File: src/rtl/dpc_pkg.sv
package dpc_pkg;

    typedef enum logic [2:0] {
        CK_NONE     = 3'd0,
        CK_ACCESS   = 3'd1,
        CK_MASKED   = 3'd2,
        CK_RAS_ONLY = 3'd3,
        CK_CBR      = 3'd4,
        CK_XFER     = 3'd5
    } cyc_kind_e;

endpackage

File: src/rtl/dpc_strobe_edge.sv
module dpc_strobe_edge #(
    parameter int N = 2
) (
    input  logic         clk,
    input  logic         rst_n,
    input  logic [N-1:0] lvl_n,
    output logic [N-1:0] fall,
    output logic [N-1:0] rise
);

    logic [N-1:0] prev_d, prev_q;

    for (genvar i = 0; i < N; i++) begin : g_bit
        assign prev_d[i] = lvl_n[i];
        assign fall[i]   = prev_q[i] & ~lvl_n[i];
        assign rise[i]   = ~prev_q[i] & lvl_n[i];
    end

    always_ff @(posedge clk or negedge rst_n) begin
        if (!rst_n) prev_q <= '1;
        else        prev_q <= prev_d;
    end

endmodule

File: src/rtl/dpc_mode_decode.sv
module dpc_mode_decode
    import dpc_pkg::*;
(
    input  logic      cas_n,
    input  logic      we_n,
    input  logic      oe_n,
    output cyc_kind_e kind
);

    always_comb begin
        if (!cas_n)     kind = CK_CBR;
        else if (!oe_n) kind = CK_XFER;
        else if (!we_n) kind = CK_MASKED;
        else            kind = CK_ACCESS;
    end

endmodule

File: src/rtl/dpc_cells.sv
module dpc_cells #(
    parameter int ROW_W = 4,
    parameter int COL_W = 4,
    parameter int DQ_W  = 4
) (
    input  logic             clk,
    input  logic             wr_en,
    input  logic [ROW_W-1:0] wr_row,
    input  logic [COL_W-1:0] wr_col,
    input  logic [DQ_W-1:0]  wr_data,
    input  logic [DQ_W-1:0]  wr_mask,
    input  logic [ROW_W-1:0] rd_row,
    input  logic [COL_W-1:0] rd_col,
    output logic [DQ_W-1:0]  rd_data
);

    localparam int AW    = ROW_W + COL_W;
    localparam int DEPTH = 1 << AW;

    logic [AW-1:0] wa, ra;
    assign wa = {wr_row, wr_col};
    assign ra = {rd_row, rd_col};

    // one single-bit plane per data line, each with its own write enable
    for (genvar b = 0; b < DQ_W; b++) begin : g_lane
        logic plane [DEPTH];
        always_ff @(posedge clk) begin
            if (wr_en && wr_mask[b]) plane[wa] <= wr_data[b];
        end
        assign rd_data[b] = plane[ra];
    end

endmodule

File: src/rtl/dram_port_ctrl.sv
module dram_port_ctrl
    import dpc_pkg::*;
#(
    parameter int ADDR_W    = 9,
    parameter int DQ_W      = 4,
    parameter int ARR_ROW_W = 4,
    parameter int ARR_COL_W = 4
) (
    input  logic              clk,
    input  logic              rst_n,
    input  logic              ras_n,
    input  logic              cas_n,
    input  logic              we_n,
    input  logic              oe_n,
    input  logic [ADDR_W-1:0] addr,
    input  logic [DQ_W-1:0]   dq_in,
    output logic [DQ_W-1:0]   dq_out,
    output logic              dq_oe,
    output logic              cyc_done,
    output logic [2:0]        cyc_type,
    output logic              rf_valid,
    output logic [ADDR_W-1:0] rf_row
);

    localparam int RASB = 1;
    localparam int CASB = 0;

    typedef struct packed {
        logic [ADDR_W-1:0]    row;
        logic [ARR_COL_W-1:0] col;
        logic [ADDR_W-1:0]    rfcnt;
        logic [ADDR_W-1:0]    rf_row;
        logic [DQ_W-1:0]      mask;
        logic [DQ_W-1:0]      dout;
        cyc_kind_e            kind;
        cyc_kind_e            rpt;
        logic                 we_prev;
        logic                 in_ras;
        logic                 acc_seen;
        logic                 cas_act;
        logic                 armed;
        logic                 drv;
        logic                 done;
        logic                 rfv;
    } st_t;

    st_t d, q;

    logic [1:0] st_fall, st_rise;
    logic       ras_fall, ras_rise, cas_fall, cas_rise, we_fall;
    cyc_kind_e  dec_kind, fin_kind;
    logic       access_ok, wr_en;
    logic [ARR_COL_W-1:0] wr_col;
    logic [DQ_W-1:0]      rd_data;

    dpc_strobe_edge #(.N(2)) u_edge (
        .clk   (clk),
        .rst_n (rst_n),
        .lvl_n ({ras_n, cas_n}),
        .fall  (st_fall),
        .rise  (st_rise)
    );

    assign ras_fall = st_fall[RASB];
    assign ras_rise = st_rise[RASB];
    assign cas_fall = st_fall[CASB];
    assign cas_rise = st_rise[CASB];
    assign we_fall  = q.we_prev & ~we_n;

    dpc_mode_decode u_dec (
        .cas_n (cas_n),
        .we_n  (we_n),
        .oe_n  (oe_n),
        .kind  (dec_kind)
    );

    dpc_cells #(
        .ROW_W (ARR_ROW_W),
        .COL_W (ARR_COL_W),
        .DQ_W  (DQ_W)
    ) u_cells (
        .clk     (clk),
        .wr_en   (wr_en),
        .wr_row  (q.row[ARR_ROW_W-1:0]),
        .wr_col  (wr_col),
        .wr_data (dq_in),
        .wr_mask (q.mask),
        .rd_row  (q.row[ARR_ROW_W-1:0]),
        .rd_col  (addr[ARR_COL_W-1:0]),
        .rd_data (rd_data)
    );

    always_comb begin
        d         = q;
        d.done    = 1'b0;
        d.rfv     = 1'b0;
        d.we_prev = we_n;
        wr_en     = 1'b0;
        wr_col    = q.col;
        fin_kind  = q.kind;
        access_ok = q.in_ras && !ras_n &&
                    (q.kind == CK_ACCESS || q.kind == CK_MASKED);

        // row strobe: open decodes the cycle, close reports it
        if (ras_fall) begin
            d.in_ras   = 1'b1;
            d.acc_seen = 1'b0;
            d.kind     = dec_kind;
            d.row      = addr;
            d.mask     = (dec_kind == CK_MASKED) ? dq_in : '1;
            if (dec_kind == CK_CBR) begin
                d.row   = q.rfcnt;
                d.rfcnt = q.rfcnt + 1'b1;
            end
        end else if (ras_rise && q.in_ras) begin
            if ((q.kind == CK_ACCESS || q.kind == CK_MASKED) && !q.acc_seen)
                fin_kind = CK_RAS_ONLY;
            d.in_ras = 1'b0;
            d.done   = 1'b1;
            d.rpt    = fin_kind;
            d.rfv    = (fin_kind == CK_RAS_ONLY) || (fin_kind == CK_CBR);
            d.rf_row = q.row;
        end

        // column strobe: early write, read launch, or late write on write strobe
        if (access_ok && cas_fall) begin
            d.col      = addr[ARR_COL_W-1:0];
            d.acc_seen = 1'b1;
            d.cas_act  = 1'b1;
            if (!we_n) begin
                wr_en   = 1'b1;
                wr_col  = addr[ARR_COL_W-1:0];
                d.armed = 1'b0;
            end else begin
                d.armed = 1'b1;
                d.dout  = rd_data;
            end
        end else if (access_ok && we_fall && q.cas_act && !cas_n) begin
            wr_en = 1'b1;
        end

        if (cas_rise) begin
            d.armed   = 1'b0;
            d.cas_act = 1'b0;
        end

        d.drv = d.armed && !oe_n;
    end

    always_ff @(posedge clk or negedge rst_n) begin
        if (!rst_n) begin
            q         <= '0;
            q.mask    <= '1;
            q.we_prev <= 1'b1;
        end else begin
            q <= d;
        end
    end

    assign dq_out   = q.dout;
    assign dq_oe    = q.drv;
    assign cyc_done = q.done;
    assign cyc_type = q.rpt;
    assign rf_valid = q.rfv;
    assign rf_row   = q.rf_row;

    AST_OE_NEEDS_STROBES: assert property (@(posedge clk) disable iff (!rst_n)
        q.drv |-> $past(!cas_n && !oe_n));
    AST_EARLY_WR_QUIET: assert property (@(posedge clk) disable iff (!rst_n)
        (access_ok && cas_fall && !we_n) |=> !q.drv);
    AST_CBR_ADVANCE: assert property (@(posedge clk) disable iff (!rst_n)
        (ras_fall && !cas_n) |=> (q.rfcnt == $past(q.rfcnt) + 1'b1));
    AST_DONE_AFTER_RISE: assert property (@(posedge clk) disable iff (!rst_n)
        q.done |-> $past(ras_rise));
    AST_NO_WRITE_NONACCESS: assert property (@(posedge clk) disable iff (!rst_n)
        (q.in_ras && (q.kind == CK_CBR || q.kind == CK_XFER)) |-> !wr_en);
    AST_MASK_HELD: assert property (@(posedge clk) disable iff (!rst_n)
        (q.in_ras && !ras_fall) |=> $stable(q.mask));

endmodule

File: config.mk
export PLATFORM = sky130hd
export DESIGN_NAME = dram_port_ctrl
export DESIGN_NICKNAME = d
export VERILOG_FILES = /design/src/rtl/dpc_pkg.sv /design/src/rtl/dpc_strobe_edge.sv /design/src/rtl/dpc_mode_decode.sv /design/src/rtl/dpc_cells.sv /design/src/rtl/dram_port_ctrl.sv
export SDC_FILE = /design/constraint.sdc
export NUM_CORES = 1
export LEC_CHECK = 0
export BUFFER_PORTS_ARGS = -buffer_cell sky130_fd_sc_hd__buf_2
export CAP_MARGIN = 30
export CELL_PAD_IN_SITES_DETAIL_PLACEMENT = 0
export CELL_PAD_IN_SITES_GLOBAL_PLACEMENT = 1
export CORE_UTILIZATION = 58
export DETAILED_ROUTE_END_ITERATION = 12
export PLACE_DENSITY_LB_ADDON = 0.08
export SLEW_MARGIN = 20
export SYNTH_ARGS = -nofsm -noshare
export SYNTH_HDL_FRONTEND = slang
export SYNTH_SLANG_ARGS = --single-unit
File: constraint.sdc
create_clock -name clk -period 4.3 [get_ports clk]
set_input_delay 0.86 -clock clk [delete_from_list [all_inputs] [get_ports clk]]
set_output_delay 0.86 -clock clk [all_outputs]
set_load 0.01 [all_outputs]
==> results of run 1 <==
-- kinds of logic after synthesis --
group | Yosys count
AOI/OAI and AO/OA | 210
adders and majority gates | 2
xor gates and xnor gates | 9
DFF | 1079
and+or+nand+nor | 1351
muxes | 367
buffers and inverters | 303
-- worst reg2reg max path, cell delays in order (launching register included) --
cell and delay (ns):
sky130_fd_sc_hd__dfrtp_1 0.77, sky130_fd_sc_hd__nand2b_1 0.62, sky130_fd_sc_hd__nor3_1 0.95, sky130_fd_sc_hd__nand2_1 0.67, sky130_fd_sc_hd__nor2_1 0.30
-- cell type report --
type / count / area [um^2] / area share [%]
repair buffers: 178 / 1730 / 3.31
well taps: 1060 / 1330 / 2.55
clock buffers: 139 / 3000 / 5.76
clock inverters: 60 / 459 / 0.881
flip-flops and latches: 1079 / 32100 / 61.7
diodes: 1 / 2.50 / 0.00480
inverters: 12 / 45.0 / 0.0864
multi-input cells: 1939 / 13400 / 25.7
-- flip-flops by register name (all words and copies together) (netlist names) --
name / count
cyc_done: 1
cyc_type: 3
dq_oe: 1
dq_out: 4
q: 34
rf_row: 9
rf_valid: 1
u_cells.g_lane.plane: 1024
u_edge.prev_q: 2
-- worst paths after layout --
path / from / to / cells after the start
hold reg to reg: rf_row[7]$_DFFE_PN0P_ / rf_row[7]$_DFFE_PN0P_ / 2
setup reg to reg: q[45]$_DFFE_PN0P_ / u_cells.g_lane[3].plane[34]$_DFFE_PP_ / 4
min in group clk: ras_n / u_edge.prev_q[1]$_DFF_PN1_ / 1
max in group asynchronous: rst_n / u_edge.prev_q[1]$_DFF_PN1_ / 3
hold / removal: rst_n / dq_out[2]$_DFFE_PN0P_ / 1
setup / recovery: q[45]$_DFFE_PN0P_ / u_cells.g_lane[3].plane[34]$_DFFE_PP_ / 4
-- report_power, final --
part	total (W)	switching, W	internal, W	leakage [nW]
sequential	0.0117	0.000133	0.0116	9.89
clock	0.00923	0.00392	0.00531	1.70
combinational	0.00228	0.00161	0.000670	5.02
total	0.0232	0.00567	0.0176	16.6
-- Yosys cell counts (5+ instances only) --
cell and n:
sky130_fd_sc_hd__nand2_1 173, sky130_fd_sc_hd__nand2b_1 8, sky130_fd_sc_hd__mux4_2 187, sky130_fd_sc_hd__edfxtp_1 1024, sky130_fd_sc_hd__nor3_1 12, sky130_fd_sc_hd__a22oi_1 44
sky130_fd_sc_hd__nand3b_1 6, sky130_fd_sc_hd__nand4_1 21, sky130_fd_sc_hd__inv_1 11, sky130_fd_sc_hd__nor2_1 1065, sky130_fd_sc_hd__dfrtp_1 48, sky130_fd_sc_hd__buf_1 5
sky130_fd_sc_hd__buf_4 23, sky130_fd_sc_hd__a31oi_1 5, sky130_fd_sc_hd__clkbuf_1 186, sky130_fd_sc_hd__buf_8 7, sky130_fd_sc_hd__o21ai_0 44, sky130_fd_sc_hd__a221oi_1 29
sky130_fd_sc_hd__mux4_1 20, sky130_fd_sc_hd__nor2b_1 8, sky130_fd_sc_hd__mux2_2 11, sky130_fd_sc_hd__buf_2 40, sky130_fd_sc_hd__a21oi_1 32, sky130_fd_sc_hd__mux2i_1 149
sky130_fd_sc_hd__xnor2_1 7, sky130_fd_sc_hd__o211ai_1 9, sky130_fd_sc_hd__nand3_1 33, sky130_fd_sc_hd__buf_6 24, sky130_fd_sc_hd__dfstp_2 7, sky130_fd_sc_hd__and2_1 7
-- metal layers --
| layer | share of wire, % | GRT usage (%) | up-vias |
|---|---|---|---|
| met5 | 0.0057 | 0 | - |
| met4 | 3.1 | 10.1 | 2 |
| met3 | 8.6 | 5.74 | 224 |
| met2 | 49 | 50.3 | 1310 |
| met1 | 39 | 40.8 | 14683 |
| li1 | - | - | 12180 |
-- placed cells by master (no fill, tap or decap), types with 4 or more instances in the layout --
cell type,count
sky130_fd_sc_hd__a211oi_1,4
sky130_fd_sc_hd__a21oi_1,32
sky130_fd_sc_hd__a221oi_1,29
sky130_fd_sc_hd__a22oi_1,44
sky130_fd_sc_hd__a31oi_1,5
sky130_fd_sc_hd__and2_1,7
sky130_fd_sc_hd__buf_12,30
sky130_fd_sc_hd__buf_2,31
sky130_fd_sc_hd__buf_4,107
sky130_fd_sc_hd__buf_6,5
sky130_fd_sc_hd__bufinv_16,7
sky130_fd_sc_hd__clkbuf_1,22
sky130_fd_sc_hd__clkbuf_16,116
sky130_fd_sc_hd__clkinv_1,29
sky130_fd_sc_hd__clkinv_2,20
sky130_fd_sc_hd__dfrtp_1,48
sky130_fd_sc_hd__dfstp_2,7
sky130_fd_sc_hd__edfxtp_1,1024
sky130_fd_sc_hd__inv_1,10
sky130_fd_sc_hd__mux2_2,11
sky130_fd_sc_hd__mux2i_1,149
sky130_fd_sc_hd__mux4_1,20
sky130_fd_sc_hd__mux4_2,187
sky130_fd_sc_hd__nand2_1,161
sky130_fd_sc_hd__nand2_4,16
sky130_fd_sc_hd__nand2b_1,8
sky130_fd_sc_hd__nand3_1,33
sky130_fd_sc_hd__nand3b_1,6
sky130_fd_sc_hd__nand4_1,21
sky130_fd_sc_hd__nor2_1,1064
sky130_fd_sc_hd__nor2b_1,6
sky130_fd_sc_hd__nor3_1,11
sky130_fd_sc_hd__o211ai_1,9
sky130_fd_sc_hd__o21ai_0,44
sky130_fd_sc_hd__o22a_1,4
sky130_fd_sc_hd__o22ai_1,4
sky130_fd_sc_hd__xnor2_1,7
-- stage by stage --
step	instances	cell area, um^2	setup slack, ns	util, %
after floorplan	3321	47000	1.37	-
after global placement	4261	48500	0.608	60.4
after detailed placement	4264	48600	0.588	60.5
after CTS	4463	52000	0.730	64.8
after global routing	4467	52100	0.603	64.9
final	4468	52100	0.687	64.9
==> tab_implementation.tex, run 1 <==
\begin{tabular}{lr}
\hline
Metric & Value \\
\hline
\multicolumn{2}{l}{\textbf{Detailed routing}} \\
\quad Number of vias per cell & 6.36 \\
\quad Drt wl/cell & 27.5 um \\
\quad Final routed DRC violation total & 0 \\
\quad Post-route ant nets & 0 \\
\quad Wire length reported by the detailed router & 123,000 um \\
\quad Number of violations reported at the end of detailed-routing iteration 0 & 3,652 \\
\quad Drt first pass iters & 5 \\
\quad Count of vias placed by the detailed router & 28,399 \\
\multicolumn{2}{l}{\textbf{Setup path}} \\
\quad Crit-path cells & nand2b\_1 > nor3\_1 > nand2\_1 > nor2\_1 \\
\quad Signal arrival time at the worst endpoint & 3.98 ns \\
\quad Combined buffer and inverter count along the critical path & 0 \\
\quad Critical path peak fanout & 16 \\
\quad Kind of start point of the critical path & flop \\
\quad Required time of the critical path & 4.67 ns \\
\quad Critical-path top delay cell & sky130\_fd\_sc\_hd\_\_nor3\_1 \\
\quad Setup CP Type & flop to flop \\
\quad Type of element capturing the critical path & flop \\
\quad Worst stage delay on the critical path & 0.95 ns \\
\quad Setup slack on the worst flop-to-flop path & 0.69 ns \\
\quad Family with the most delay on the worst path & simple AND/OR/NAND/NOR gates \\
\multicolumn{2}{l}{\textbf{CTS}} \\
\quad Inserted Clock Buffers & 111 \\
\quad Quantity of hold-fixing buffers added after cts & 0 \\
\quad CTS tree & yes \\
\quad Clock sinks & 1,079 \\
\quad Clock input transition at the sequential cells of the worst setup and hold paths & 0.06 ns \\
\quad Resized cells post-CTS & 0 \\
\quad Buffers inserted by post-CTS timing repair & 0 \\
\quad Worst-Skew Late Latency & 0.68 ns \\
\quad Maximum root-to-sink buffer count & 3 \\
\quad Root buffer cell & sky130\_fd\_sc\_hd\_\_clkbuf\_16 \\
\quad Maximum level of the CTS H-tree & 3 \\
\multicolumn{2}{l}{\textbf{Logic synthesis}} \\
\quad Synth Area in Simple Gates & 11.4\% \\
\quad Synth warn & 0 \\
\quad Proportion of synthesized flip-flops having asynchronous set or reset & 5.10\% \\
\quad Ranking of synthesized cells by area & sky130\_fd\_sc\_hd\_\_edfxtp\_1 65\%, sky130\_fd\_sc\_hd\_\_mux4\_2 9.0\%, sky130\_fd\_sc\_hd\_\_nor2\_1 8.5\%, sky130\_fd\_sc\_hd\_\_mux2i\_1 3.2\%, sky130\_fd\_sc\_hd\_\_dfrtp\_1 2.6\% \\
\quad Average cell area after synthesis & 14.1 um\^{}2 \\
\quad Count of different cell masters after synthesis & 73 \\
\quad Commonest register cell after synthesis & sky130\_fd\_sc\_hd\_\_edfxtp\_1 \\
\quad Count of state elements after synthesis & 1,079 \\
\quad Area share of fa/ha/maj cells after synthesis & 0.0479\% \\
\quad Largest family of logic cells by synthesized area & multiplexers \\
\quad Multiplexer area fraction after synthesis & 13.5\% \\
\quad Post-synthesis instance total & 3,321 \\
\quad Post-synth EDFFs & 1,024 \\
\quad Netlist Area Pre-Place & 47,000 um\^{}2 \\
\quad Yosys top cell area share & 65.4\% \\
\quad Xor-xnor portion of the synthesized cell area & 0.168\% \\
\quad Cell taking the most area after synthesis & sky130\_fd\_sc\_hd\_\_edfxtp\_1 \\
\quad Sequential fraction of the synthesis area & 68.4\% \\
\quad Net count of the mapped netlist & 3,341 \\
\quad Compound-Gate Fraction of Synth Area & 3.15\% \\
\multicolumn{2}{l}{\textbf{Timing}} \\
\quad Summed negative setup slack over all endpoints & 0 ns \\
\quad Unrepaired setup endpoints after global routing & no \\
\quad Clock Skew & 0.0414 ns \\
\quad Worst hold margin & 0.0421 ns \\
\quad Worst slew pin tran & 0.999 ns \\
\quad Final Critical Period & 3.61 ns \\
\quad Number of failing setup endpoints in the final timing report & 0 \\
\quad Remaining max-slew budget at the tightest pin & 32.9\% \\
\quad Number of slew-limit violations in the final report & 0 \\
\quad Max Fclk & 277 MHz \\
\quad Final period util & 84.0\% \\
\quad Final Hold Violating Endpoints & 0 \\
\multicolumn{2}{l}{\textbf{Placement}} \\
\quad Gp weighted congestion & 0.849 \\
\quad Number of port buffers & 37 \\
\quad Half-perimeter wire length after placement & 71,100 um \\
\multicolumn{2}{l}{\textbf{GRT}} \\
\quad Via count of the first global-routing pass & 28,146 \\
\quad Total routing resource utilization after global routing & 30.4\% \\
\quad Number of antenna violations at the first check in global routing & 2 \\
\quad Global-route wire length before repair & 181,000 um \\
\quad Pin count of the biggest net entering global routing & 162 \\
\quad Leftover overflow at the end of global routing & 0 \\
\multicolumn{2}{l}{\textbf{Finish}} \\
\quad Layout-stage area growth over the synthesis result & 10.9\% \\
\quad Proportion of layout cells with a drive suffix above 1 & 16.7\% \\
\quad Count of filler cells inserted in the layout & 5,843 \\
\quad Final net count & 3,341 \\
\multicolumn{2}{l}{\textbf{Power and ir drop}} \\
\quad Leakage power & 16.6 nW \\
\quad Maximum vdd ir drop & 0.347 mV \\
\quad Power density over the cells & 446 nW/um\^{}2 \\
\quad Final Power & 0.0232 W \\
\multicolumn{2}{l}{\textbf{Floorplan}} \\
\quad Die area & 82,100 um\^{}2 \\
\quad Boundary pin count & 38 \\
\quad Die Height & 287 um \\
\quad Effective utilization at floorplan & 58.5\% \\
\quad Total number of placement rows & 104 \\
\quad Core area & 80,300 um\^{}2 \\
\quad Horizontal die dimension & 287 um \\
\multicolumn{2}{l}{\textbf{Hold path}} \\
\quad Worst min-delay path category & input pin to async pin \\
\multicolumn{2}{l}{\textbf{Status}} \\
\quad Status & completed \\
\multicolumn{2}{l}{\textbf{Job}} \\
\quad Count of maximum capacitance violations & 0 \\
\hline
\end{tabular}
Power figures use the tool's default switching activity.
==> run 2: changes to the inputs <==
--- a/config.mk
+++ b/config.mk
@@ -9,7 +9,7 @@
 export CAP_MARGIN = 30
 export CELL_PAD_IN_SITES_DETAIL_PLACEMENT = 0
 export CELL_PAD_IN_SITES_GLOBAL_PLACEMENT = 1
-export CORE_UTILIZATION = 58
+export CORE_UTILIZATION = 54
 export DETAILED_ROUTE_END_ITERATION = 12
 export PLACE_DENSITY_LB_ADDON = 0.08
 export SLEW_MARGIN = 20
==> constraint.sdc (replaced) <==
create_clock -name clk -period 3.6 [get_ports clk]
set_input_delay 0.72 -clock clk [delete_from_list [all_inputs] [get_ports clk]]
set_output_delay 0.72 -clock clk [all_outputs]
set_load 0.01 [all_outputs]
==> tab_implementation.tex, run 2 (same netlist as run 1, synthesis figures left out) <==
\begin{tabular}{lr}
\hline
Metric & Value \\
\hline
\multicolumn{2}{l}{\textbf{Floorplan}} \\
\quad Total number of placement rows & 107 (+2.9\%) \\
\quad Core area & 85,700 um\^{}2 (+6.7\%) \\
\quad Boundary pin count & 38 (unchanged) \\
\quad Die Height & 297 um (+3.6\%) \\
\quad Effective utilization at floorplan & 54.8\% (-3.7 points) \\
\quad Horizontal die dimension & 297 um (+3.6\%) \\
\quad Die area & 88,200 um\^{}2 (+7.4\%) \\
\multicolumn{2}{l}{\textbf{Timing}} \\
\quad Final period util & 96.5\% (+12 points) \\
\quad Remaining max-slew budget at the tightest pin & 29.7\% (-3.2 points) \\
\quad Final critical-path setup slack & 0.128 ns (-0.559 ns) \\
\quad Number of slew-limit violations in the final report & 0 (unchanged) \\
\quad Max Fclk & 288 MHz (+4.0\%) \\
\quad Final Hold Violating Endpoints & 0 (unchanged) \\
\quad Number of failing setup endpoints in the final timing report & 0 (unchanged) \\
\quad Summed negative setup slack over all endpoints & 0 ns (unchanged) \\
\quad Clock Skew & 0.0185 ns (-0.0229 ns) \\
\quad Unrepaired setup endpoints after global routing & no \\
\quad Worst slew pin tran & 1.05 ns (+0.0515 ns) \\
\quad Final Critical Period & 3.47 ns (-0.141 ns) \\
\multicolumn{2}{l}{\textbf{Finish}} \\
\quad Proportion of layout cells with a drive suffix above 1 & 18.1\% (+1.4 points) \\
\quad Flip-flop count of the largest register, all copies and words added & 1,024 (unchanged) \\
\quad Register bank with the most flops & u\_cells.g\_lane.plane \\
\quad Layout Cells excl Fill & 4,619 (+3.4\%) \\
\quad Most frequent standard cell in the layout excluding fill and tap cells & sky130\_fd\_sc\_hd\_\_nor2\_1 \\
\quad Final net count & 3,401 (+1.8\%) \\
\quad Commonest non-fill, non-tap cells in the layout & 1,065 x sky130\_fd\_sc\_hd\_\_nor2\_1, 1,024 x sky130\_fd\_sc\_hd\_\_edfxtp\_1, 187 x sky130\_fd\_sc\_hd\_\_mux4\_2, 161 x sky130\_fd\_sc\_hd\_\_nand2\_1, 158 x sky130\_fd\_sc\_hd\_\_buf\_4 \\
\quad Layout-stage area growth over the synthesis result & 12.2\% \\
\multicolumn{2}{l}{\textbf{Hold path}} \\
\quad Worst min-delay path category & input pin to flop \\
\multicolumn{2}{l}{\textbf{GRT}} \\
\quad Global-route wire length before repair & 189,000 um (+4.8\%) \\
\quad GR met1 Demand/Resource & 40.5\% (-0.31 points) \\
\quad Global routing usage on met3 & 4.36\% (-1.4 points) \\
\quad Via count of the first global-routing pass & 28,698 (+2.0\%) \\
\quad Pin count of the biggest net entering global routing & 130 (-20\%) \\
\quad Total routing resource utilization after global routing & 29.3\% (-1.1 points) \\
\quad Fraction of met2 tracks used by global routing & 48.7\% (-1.6 points) \\
\quad Highest-utilization routing layer at the global route stage & met2 \\
\quad Number of antenna violations at the first check in global routing & 2 (unchanged) \\
\quad Leftover overflow at the end of global routing & 0 (unchanged) \\
\multicolumn{2}{l}{\textbf{Setup path}} \\
\quad Critical path peak fanout & 9 (-7) \\
\quad Required time of the critical path & 4.21 ns (-0.46 ns) \\
\quad Signal arrival time at the worst endpoint & 4.08 ns (+0.10 ns) \\
\quad Setup CP Type & flop to flop \\
\quad Type of element capturing the critical path & flop \\
\quad Kind of start point of the critical path & flop \\
\multicolumn{2}{l}{\textbf{Detailed routing}} \\
\quad Final routed DRC violation total & 0 (unchanged) \\
\quad Count of vias placed by the detailed router & 28,726 (+1.2\%) \\
\quad Wire length reported by the detailed router & 129,000 um (+4.8\%) \\
\quad Post-route ant nets & 0 (unchanged) \\
\quad Drt first pass iters & 7 (+2) \\
\quad Number of vias per cell & 6.22 (-2.2\%) \\
\quad Drt wl/cell & 27.9 um (+1.4\%) \\
\quad Number of violations reported at the end of detailed-routing iteration 0 & 3,438 (-5.9\%) \\
\multicolumn{2}{l}{\textbf{CTS}} \\
\quad Inserted Clock Buffers & 111 (unchanged) \\
\quad Maximum root-to-sink buffer count & 3 (unchanged) \\
\quad Resized cells post-CTS & 0 (unchanged) \\
\quad Root buffer cell & sky130\_fd\_sc\_hd\_\_clkbuf\_16 \\
\quad Maximum level of the CTS H-tree & 3 (unchanged) \\
\quad CTS tree & yes \\
\quad Clock sinks & 1,079 (unchanged) \\
\quad Worst-Skew Late Latency & 0.68 ns (about the same) \\
\quad Clock input transition at the sequential cells of the worst setup and hold paths & 0.06 ns (about the same) \\
\multicolumn{2}{l}{\textbf{Power and ir drop}} \\
\quad Final Power & 0.0278 W (+20\%) \\
\quad Internal power summed over all cells & 0.0209 W (+19\%) \\
\quad Share of total power in the clock network & 39.2\% (-0.5 points) \\
\quad Sw frac & 24.8\% (+0.44 points) \\
\quad Combinational fraction of design power & 10.5\% (+0.7 points) \\
\quad Leakage power & 16.9 nW (+1.9\%) \\
\quad Proportion of power drawn by flip-flops and latches & 50.3\% (about the same) \\
\quad Switching power total & 0.00690 W (+22\%) \\
\quad Power density over the cells & 527 nW/um\^{}2 (+18\%) \\
\quad Maximum vdd ir drop & 0.432 mV (+25\%) \\
\multicolumn{2}{l}{\textbf{Placement}} \\
\quad Half-perimeter wire length after placement & 75,400 um (+6.1\%) \\
\quad Gp weighted congestion & 0.824 (-3.0\%) \\
\quad Placed insts & 4,411 (+3.4\%) \\
\quad Dpl ws & 0.141 ns (-0.448 ns) \\
\quad Number of port buffers & 37 (unchanged) \\
\multicolumn{2}{l}{\textbf{Job}} \\
\quad Count of maximum capacitance violations & 0 (unchanged) \\
\multicolumn{2}{l}{\textbf{Status}} \\
\quad Status & completed \\
\hline
\end{tabular}
[run 2: power by group through the flow]
stage | Clock (W) | Combinational (W) | Sequential, W
4_1_cts | 0.0110 | 0.00290 | 0.0140
2_1_floorplan | 0 | 0.00140 | 0.0142
3_3_place_gp | 0 | 0.00287 | 0.0142
5_1_grt | 0.0115 | 0.00302 | 0.0140
6_report | 0.0109 | 0.00292 | 0.0140
3_5_place_dp | 0 | 0.00290 | 0.0142
[run 2: critical path: stages, from the launching register on]
cell and delay, ns:
sky130_fd_sc_hd__dfrtp_1 0.64, sky130_fd_sc_hd__nand2_1 0.58, sky130_fd_sc_hd__nor2_1 0.99, sky130_fd_sc_hd__buf_4 0.32, sky130_fd_sc_hd__nand4_1 0.11, sky130_fd_sc_hd__o211ai_1 0.29, sky130_fd_sc_hd__nor4_2 0.12, sky130_fd_sc_hd__a31oi_1 0.18
sky130_fd_sc_hd__o31a_1 0.15
[run 2: area by class of cell]
| type | count | area [um^2] |
|---|---|---|
| Antenna cell | 1 | 2.50 |
| Inverter | 12 | 45.0 |
| Clock inverter | 58 | 405 |
| Multi-Input combinational cell | 1939 | 13400 |
| Timing Repair Buffer | 238 | 2270 |
| Tap cell | 1144 | 1430 |
| Clock buffer | 148 | 3000 |
| Fill cell | 6588 | 33000 |
| Sequential cell | 1079 | 32100 |
[run 2: final timing paths]
kind                                        from                          to  slack (ns)  cells after the start
setup / recovery               q[44]$_DFFE_PN0P_       dq_out[3]$_DFFE_PN0P_        0.13                      8
hold / removal                             ras_n  u_edge.prev_q[1]$_DFF_PN1_        0.21                      1
setup reg to reg               q[44]$_DFFE_PN0P_       dq_out[3]$_DFFE_PN0P_        0.13                      8
hold reg to reg            rf_row[4]$_DFFE_PN0P_       rf_row[4]$_DFFE_PN0P_        0.47                      2
max in group asynchronous                  rst_n  u_edge.prev_q[1]$_DFF_PN1_        2.23                      3
min in group asynchronous                  rst_n           q[45]$_DFFE_PN0P_        0.54                      2
[run 2: routing by layer]
metal / part of all wire (%) / vias up / wire length [um]
met2: 49 / 1246 / 63000
met4: 2.9 / 2 / 3790
met5: 0.010 / - / 13
met1: 40 / 14966 / 51900
li1: - / 12285 / -
met3: 7.9 / 227 / 10100
[run 2: repair_timing]
action / CTS / global route
buffers inserted: 0 / 0
endpoints found under the hold margin: 7 / 0
hold buffers: 1 / 0
[run 2: per-stage QoR]
stage | area, um^2 | utilization [%] | hold slack [ns]
3_5_place_dp | 49300 | 57.5 | 0.458
5_1_grt | 52700 | 61.5 | 0.180
4_1_cts | 52700 | 61.5 | 0.167
3_3_place_gp | 49300 | 57.5 | 0.452
2_1_floorplan | 47000 | - | 0.424
6_report | 52700 | 61.5 | 0.207
